==> src/rtl/mdio_master.sv <==
module mdio_master (
  input  logic        clk,
  input  logic        rst_n,
  input  logic        reg_wr,
  input  logic [7:0]  reg_addr,
  input  logic [31:0] reg_wdata,
  output logic [31:0] reg_rdata,
  output logic        mdc,
  output logic        mdio_o,
  output logic        mdio_oe,
  input  logic        mdio_i
);
  localparam logic [7:0] A_CFG = 8'h20, A_CMD = 8'h24, A_ADR = 8'h28,
                         A_DAT = 8'h2C, A_STS = 8'h30, A_IND = 8'h34;
  localparam int FRAME = 64;
  localparam int RELEASE_AT = 46;
  localparam int DATA_AT = 48;

  function automatic logic [7:0] half_len(input logic [3:0] code);
    case (code)
      4'd0: return 8'd2;
      4'd1: return 8'd3;
      4'd2: return 8'd4;
      4'd3: return 8'd6;
      4'd4: return 8'd40;
      4'd5: return 8'd35;
      4'd7: return 8'd30;
      4'd9: return 8'd44;
      default: return 8'd50;
    endcase
  endfunction

  logic        cfg_rst, cmd0, busy, rd, inval, half;
  logic [3:0]  div;
  logic [4:0]  phy, regn;
  logic [15:0] wd, rdat, rx;
  logic [5:0]  bitn;
  logic [7:0]  cnt;
  logic [63:0] sh;

  wire w_cfg = reg_wr && reg_addr == A_CFG;
  wire w_cmd = reg_wr && reg_addr == A_CMD;
  wire w_adr = reg_wr && reg_addr == A_ADR;
  wire w_dat = reg_wr && reg_addr == A_DAT;
  wire abort = cfg_rst || (w_cfg && reg_wdata[31]);
  wire go_w  = w_dat && !busy && !abort;
  wire go_r  = w_cmd && reg_wdata[0] && !cmd0 && !busy && !abort;
  wire [7:0] hl = half_len(div);
  wire tick  = cnt == 8'd0;

  wire [63:0] frame_w = {32'hFFFF_FFFF, 2'b01, 2'b01, phy, regn, 2'b10, reg_wdata[15:0]};
  wire [63:0] frame_r = {32'hFFFF_FFFF, 2'b01, 2'b10, phy, regn, 18'h3FFFF};

  always_ff @(posedge clk or negedge rst_n) begin
    if (!rst_n) begin
      cfg_rst <= 1'b0; div <= '0; cmd0 <= 1'b0; phy <= '0; regn <= '0;
      wd <= '0; rdat <= '0; rx <= '0; busy <= 1'b0; rd <= 1'b0;
      inval <= 1'b0; half <= 1'b0; bitn <= '0; cnt <= '0; sh <= '0;
    end else begin
      if (w_cfg) begin
        cfg_rst <= reg_wdata[31];
        div     <= reg_wdata[3:0];
      end
      if (w_adr && !busy) begin
        phy  <= reg_wdata[12:8];
        regn <= reg_wdata[4:0];
      end
      if (w_dat && !busy) wd <= reg_wdata[15:0];
      if (w_cmd && !busy) cmd0 <= reg_wdata[0];

      if (abort) begin
        busy  <= 1'b0;
        half  <= 1'b0;
        inval <= 1'b0;
      end else if (go_w || go_r) begin
        busy  <= 1'b1;
        rd    <= go_r;
        inval <= go_r;
        sh    <= go_r ? frame_r : frame_w;
        bitn  <= '0;
        half  <= 1'b0;
        cnt   <= hl - 8'd1;
      end else if (busy) begin
        if (!tick) begin
          cnt <= cnt - 8'd1;
        end else begin
          cnt  <= hl - 8'd1;
          half <= !half;
          if (!half) begin
            if (rd && bitn >= 6'(DATA_AT)) rx <= {rx[14:0], mdio_i};
          end else begin
            if (bitn == 6'(FRAME - 1)) begin
              busy <= 1'b0;
              if (rd) begin
                rdat  <= rx;
                inval <= 1'b0;
              end
            end
            bitn <= bitn + 6'd1;
            sh   <= {sh[62:0], 1'b0};
          end
        end
      end
    end
  end

  assign mdc     = busy && half;
  assign mdio_o  = sh[63];
  assign mdio_oe = busy && (!rd || bitn < 6'(RELEASE_AT));

  always_comb begin
    case (reg_addr)
      A_CFG:   reg_rdata = {cfg_rst, 27'b0, div};
      A_CMD:   reg_rdata = {31'b0, cmd0};
      A_ADR:   reg_rdata = {19'b0, phy, 3'b0, regn};
      A_DAT:   reg_rdata = {16'b0, wd};
      A_STS:   reg_rdata = {16'b0, rdat};
      A_IND:   reg_rdata = {29'b0, inval, 1'b0, busy};
      default: reg_rdata = 32'b0;
    endcase
  end
endmodule

==> config.mk <==
export PLATFORM = sky130hd
export DESIGN_NAME = mdio_master
export DESIGN_NICKNAME = d
export VERILOG_FILES = /design/src/rtl/mdio_master.sv
export SDC_FILE = /design/constraint.sdc
export NUM_CORES = 1
export LEC_CHECK = 0
export BUFFER_PORTS_ARGS = -buffer_cell sky130_fd_sc_hd__clkbuf_2
export CAP_MARGIN = 20
export CORE_ASPECT_RATIO = 2
export CORE_MARGIN = 8
export CORE_UTILIZATION = 45
export DETAILED_ROUTE_END_ITERATION = 10
export HOLD_SLACK_MARGIN = 0.06
export PLACE_DENSITY_LB_ADDON = 0.1
export SYNTH_ARGS = -nofsm -noshare
export SYNTH_HDL_FRONTEND = slang
export SYNTH_SLANG_ARGS = --single-unit
==> constraint.sdc <==
create_clock -name clk -period 3.4 [get_ports clk]
set_clock_uncertainty 0.15 [all_clocks]
set_input_delay 0.17 -clock clk [delete_from_list [all_inputs] [get_ports clk]]
set_output_delay 0.17 -clock clk [all_outputs]
set_load 0.02 [all_outputs]
======== Yosys cells after proc, flatten, opt, wreduce, memory -nomap -nowiden ========
Memories as Yosys holds them, arrays and structs flattened.
Index checks and enable logic that the tools add are counted.
storage, ports and cells
  register bits ........................... 146
  output and inout port bits .............. 35
  input port bits ......................... 44
  memories kept ........................... 1
  bits in read-only memories .............. 96
memory list
  name             depth  bits a word  rd ports  clocked after Yosys merged registers in  wr ports  RTL line  text
  (no name shown)  16     6            1         0                                        0         20        case (code)
operators by class
  $add $sub $neg .......................... 3
  muxes and demuxes ....................... 30
  magnitude comparators ................... 2
  equality and inequality tests ........... 7
  bitwise logic cells ..................... 3
  reduce and logical (&&, ||, !) cells .... 40
operator list
  cell                                                      count
  2-to-1 mux 64 bit                                         4
  case mux 32 bit (6 select lines)                          1
  equality test 8 x 6 -> 1 bit, second input constant       6
  2-to-1 mux 30 bit                                         1
  2-to-1 mux 6 bit                                          4
  2-to-1 mux 8 bit                                          3
  2-to-1 mux 1 bit                                          17
  logical AND 1 bit                                         16
  subtractor 8 x 1 -> 8 bit, second input constant          2
  nonzero test 3 bit                                        5
  logical NOT 8 bit                                         1
  AND reduction 7 bit                                       1
  adder 6 x 1 -> 6 bit, second input constant               1
  equality test 6 bit, second input constant                1
  greater-or-equal comparator 6 bit, second input constant  1
  less-than comparator 6 bit, second input constant         1
  AND reduction 2 bit                                       3
  AND reduction 6 bit                                       1
  nonzero test 2 bit                                        3
  logical NOT 1 bit                                         5
  AND reduction 5 bit                                       1
  AND reduction 4 bit                                       1
  logical OR 1 bit                                          3
  NOT 1 bit                                                 3

======== Logic depth before layout (Yosys ltp) ========
  word-level depth ........................ 9
  mapped depth ............................ 11
  gate-level depth less buffers ........... 11

======== Worst setup path before layout ========
OpenSTA, ideal clock, no wires.
  path type ............................... register to register
  from .................................... reg div[1]
  to ...................................... reg cnt[4]
  path slack .............................. 1.240 ns
  cell stages (with the launch flop) ...... 12
  arrival time ............................ 1.885 ns
  data required time ...................... 3.126 ns
  buffers on the path ..................... 0
  path through ............................ dfrtp_1 -> inv_1 -> ha_1 -> nand2_1 -> a21o_1 -> nand2_1 -> ha_1 -> o21ai_0 -> a21oi_1 -> o311a_1 -> o22ai_1 -> a21oi_1
between the ends
  word-level cells in the longest chain between the ends .. 5
RTL lines
  item                           RTL line  text
  start: declaration             34        logic [3:0] div;
  start signal: assignment       62        div <= reg_wdata[3:0];
  memory read (16 x 6 bit) (*)   --
  subtractor 8 x 1 -> 8 bit (*)  82, 87
  2-to-1 mux 8 bit               84        if (!tick) begin
  2-to-1 mux 8 bit               83        end else if (busy) begin
  2-to-1 mux 8 bit (*)           75        end else if (go_w || go_r) begin
  end signal: assignment         82        cnt <= hl - 8'd1;
  end signal: assignment         85        cnt <= cnt - 8'd1;
  end signal: assignment         87        cnt <= hl - 8'd1;
  end: declaration               38        logic [7:0] cnt;
Mark *: on every way between the ends. The rest lies on a longest branch, timed or not. The select of a mux whose other input is x is not followed.
A chain may end at the register's enable or synchronous reset.

======== Worst setup path after layout ========
Same ends and word-level chain as after synthesis.

==> results.md <==
- The flow ran to the end, and the final reports show no timing, DRC or antenna violations.
- The peak supply drop is 0.384 mV.
- The proportion of register bits with asynchronous set or reset after synthesis is 100%.
- The net switching share of the total power is 25.7%.
- The number of enable flip-flop cells after synthesis is 0.
- The overall die width is 104 um.
- The cell-internal power is 3430 uW.
- The finished layout holds 953 standard cells, fillers aside.
- The root buffer selected by CTS is clkbuf_16.
- The uppermost signal routing layer after detailed routing is met4.
- In the synthesized netlist, the cells that appear most often are dfrtp_1, nand2_1, o21ai_0.
- For the worst setup path, the data required time is 3.53 ns.
- The detailed router put a total of 6610 um of wire on met1.
- The clock latency of the later-clocked register in the worst-skew pair is 0.41 ns.
- The synthesized design spends more area on one cell type than any other, namely dfrtp_1.
- For the final routed database, the setup TNS stands at 0 ns.
- In the detailed route, the total length drawn on met3 is 569 um.
- The number of placed instances, taps included, is 903.
- The core box area is 15300 um2.
- Yosys printed 0 warnings.
- The total count of max-transition violations in the final report came to 0.
- The via count of the first global-routing pass was 5384.
- In the final routed layout, each cell accounts on average for 17.3 um.
- The TritonCTS clock tree is yes.
- The floorplan row count is 64.
- The routed design has 16500 um of wire.
- The number of cell instances on the worst register-to-register path is 11.
- The actual transition at the worst max-transition pin is 1.07 ns.
- The initial antenna violation count came to 0.
- Synthesis inferred 146 register bits.
- The worst-path maximum fanout is 8.
- The floorplan step set the die height to 192 um.
- The fraction of the yosys area taken by sequential cells is 52.2%.
- The mean number of vias per cell is 5.39.
- Across every metal layer, demand over resource in global routing totals 17.2%.
- In the synthesized netlist the dominant register cell turns out to be dfrtp_1.
- Across all register-to-register paths, the minimum setup slack is 0.77 ns.
- The data arrival time of the critical path is 2.76 ns.
- The number of design-rule violations left by the first detailed-router iteration is 232.
- The worst pin sits at a relative slew slack of 28.4%.
- The maximum clock insertion buffer count is 2.
- Summed over all nets, wire length on met2 after detailed routing comes to 9040 um.
- The net switching power of the design is 1190 uW.
- The critical path is of the register to register type.
- Clock tree synthesis found a total of 146 sinks.
- 79 I/O pins were placed.
- The count of final hold-check violations is 0.
- The deepest level of the CTS H-tree is 4.
- The final critical delay including setup and external delays is 2.63 ns.
- The number of different library cells in the post-synthesis netlist is 63.
- The share of Yosys cell area claimed by the top area cell type is 52.2%.
- The mapped cell area is 6990 um2.
- The most common cell in the synthesized netlist is dfrtp_1.
- The per-instance average area after synthesis is 10.2 um2.
- The worst setup path is launched from a register.
- The number of nets at the end of the flow is 794.
- The first-pass detailed-route iteration total is 5.
- Combinational logic is responsible for 11.6% of the overall power.
- In the post-synthesis netlist, the biggest area contributors are dfrtp_1, nand2_1, mux2_2, mux2_1, o21ai_0.
- The die covers 20000 um2.
- After clock tree synthesis, the repair step resized 0 gates.
- The initial utilization of the core area, before any placement, comes to 45.7%.
- Setup repair after global routing left no endpoint under its margin.
- The endpoint class of the critical path is a register.
- The antenna diode instance count is 0.
- The ratio of cells with drive above 1 in the final layout is 19.5%.
- The total via count after detailed routing is 5135.
- Once detail routing completed, the nets flagged for antenna violations numbered 0.
- The final setup violation count is 0.
- The maximum number of pins on one net before global-route repair is 84.
- The achievable frequency is 381 MHz.
- The min-delay analysis places its worst path in the category input port to register.
- The clock network power share is 43.4%.
- The count of unresolved DRC violations after routing is 0.
- The power per cell area is 569 nW/um2.
- The post-CTS clock slew at the launch and capture registers of the worst setup and hold paths is 0.06 ns.
- At the end of routability-driven placement, the weighted congestion stood at 0.795.
- The detailed placer's ending HPWL is 11300 um.
- The synthesis-to-layout area growth is 16.1%.
- The leakage power of the design is 0.00410 uW.
- The wire length of the first global-routing pass is 27600 um.
- The max-cap check violation count is 0.
- The portion of total power attributed to sequential cells is 44.9%.
- The overflow left after global routing is 0.
- During placement, the flow inserted port buffers numbering 48.
- In the finished design, the share of the clock period the worst path needs comes to 77.3%.
- The post-synthesis cell count is 686.
- Counting the buffers created by CTS gives 17.
- The cell depth of the worst min-delay path is 4.
## worst paths after layout
kind | startpoint | end
worst max register to register | div[1] | cnt[4]
worst min-delay path | reg_addr[3] | inval
min in group asynchronous | rst_n | cnt[7]
worst max-delay path | div[1] | cnt[4]
worst min register to register | sh[60] | sh[61]
max in group asynchronous | rst_n | rx[2]
## sequential cells by signal, indices dropped and copies added, names as in the netlist, 4 cells and up
signal / cells
wd: 16
phy: 5
rx: 16
rdat: 16
bitn: 6
div: 4
sh: 64
regn: 5
cnt: 8
## routing by layer
metal / GRT usage (%) / up-vias
met5: 0 / -
li1: - / 2469
met1: 19.6 / 2570
met4: 8.36 / 0
met2: 30.2 / 83
met3: 3.34 / 13
## area by class of cell
type	count	area, um2
sequential	146	3650
fill	1388	7180
tap	198	248
multi-input combinational	488	3020
clock buffer	20	457
clock inverter	12	179
inverter	13	48.8
timing repair buffer	76	514
## worst max-delay path: stages, from the launching register on
cell,delay (ns)
dfrtp_1,0.52
inv_1,0.18
ha_1,0.29
nand2_1,0.15
a21o_1,0.14
nand2_1,0.05
ha_1,0.22
o21ai_0,0.13
a21oi_1,0.07
o311a_1,0.35
o22ai_1,0.16
a21oi_1,0.08
## cell usage in the layout (no fill, tap or decap), types with 5 or more instances in the layout
cell type      count
conb_1            15
inv_1             13
xor2_1             5
nor3_1             9
clkbuf_2          47
dlygate4sd3_1     18
a21oi_1           32
ha_1               8
nand2_1          140
buf_4              9
a31oi_1            5
mux2i_1            5
nand4_1            6
a22o_1             7
dfrtp_1          146
o21ai_0           55
nor2_1            33
mux2_2            38
a22oi_1           16
nand3_1           13
o21ai_1           14
mux2_1            26
clkbuf_16         17
## cells by family (layout without fill, tap and decap cells)
group | Yosys count | count (layout) | synth area share, %
buffers and inverters | 66 | 121 | 5.40
adder cells (fa/ha/maj) | 8 | 8 | 1.43
multiplexers | 70 | 70 | 11.2
flip-flops | 146 | 146 | 52.2
other | 1 | 15 | 0.0536
AO/OA/AOI/OAI | 151 | 151 | 13.0
AND/OR/NAND/NOR | 239 | 239 | 16.0
XOR/XNOR | 5 | 5 | 0.626
## stage by stage
step	worst slack (ns)	hold WS (ns)	utilization [%]	instance area, um2	total power [uW]
2_1_floorplan	1.24	-0.276	-	7050	2450
3_3_place_gp	0.823	0.0515	47.7	7300	2600
6_report	0.773	0.0842	53.1	8120	4620
5_1_grt	0.585	0.109	53.1	8120	4830
4_1_cts	0.757	0.0621	53.1	8120	4670
3_5_place_dp	0.782	0.0565	47.7	7300	2630
## power groups by stage
stage                     Clock (uW)  Sequential [uW]  Combinational [uW]
after floorplan                    0             2060                 388
after global placement             0             2100                 508
after detailed placement           0             2100                 524
after CTS                       2060             2070                 545
after global routing            2120             2100                 614
final                           2010             2080                 536
## what timing repair did
action	in CTS	in global routing
buffers inserted	0	0
hold buffers	18	0
endpoints found under the hold margin	111	0
(Power assumes the default switching activity.)
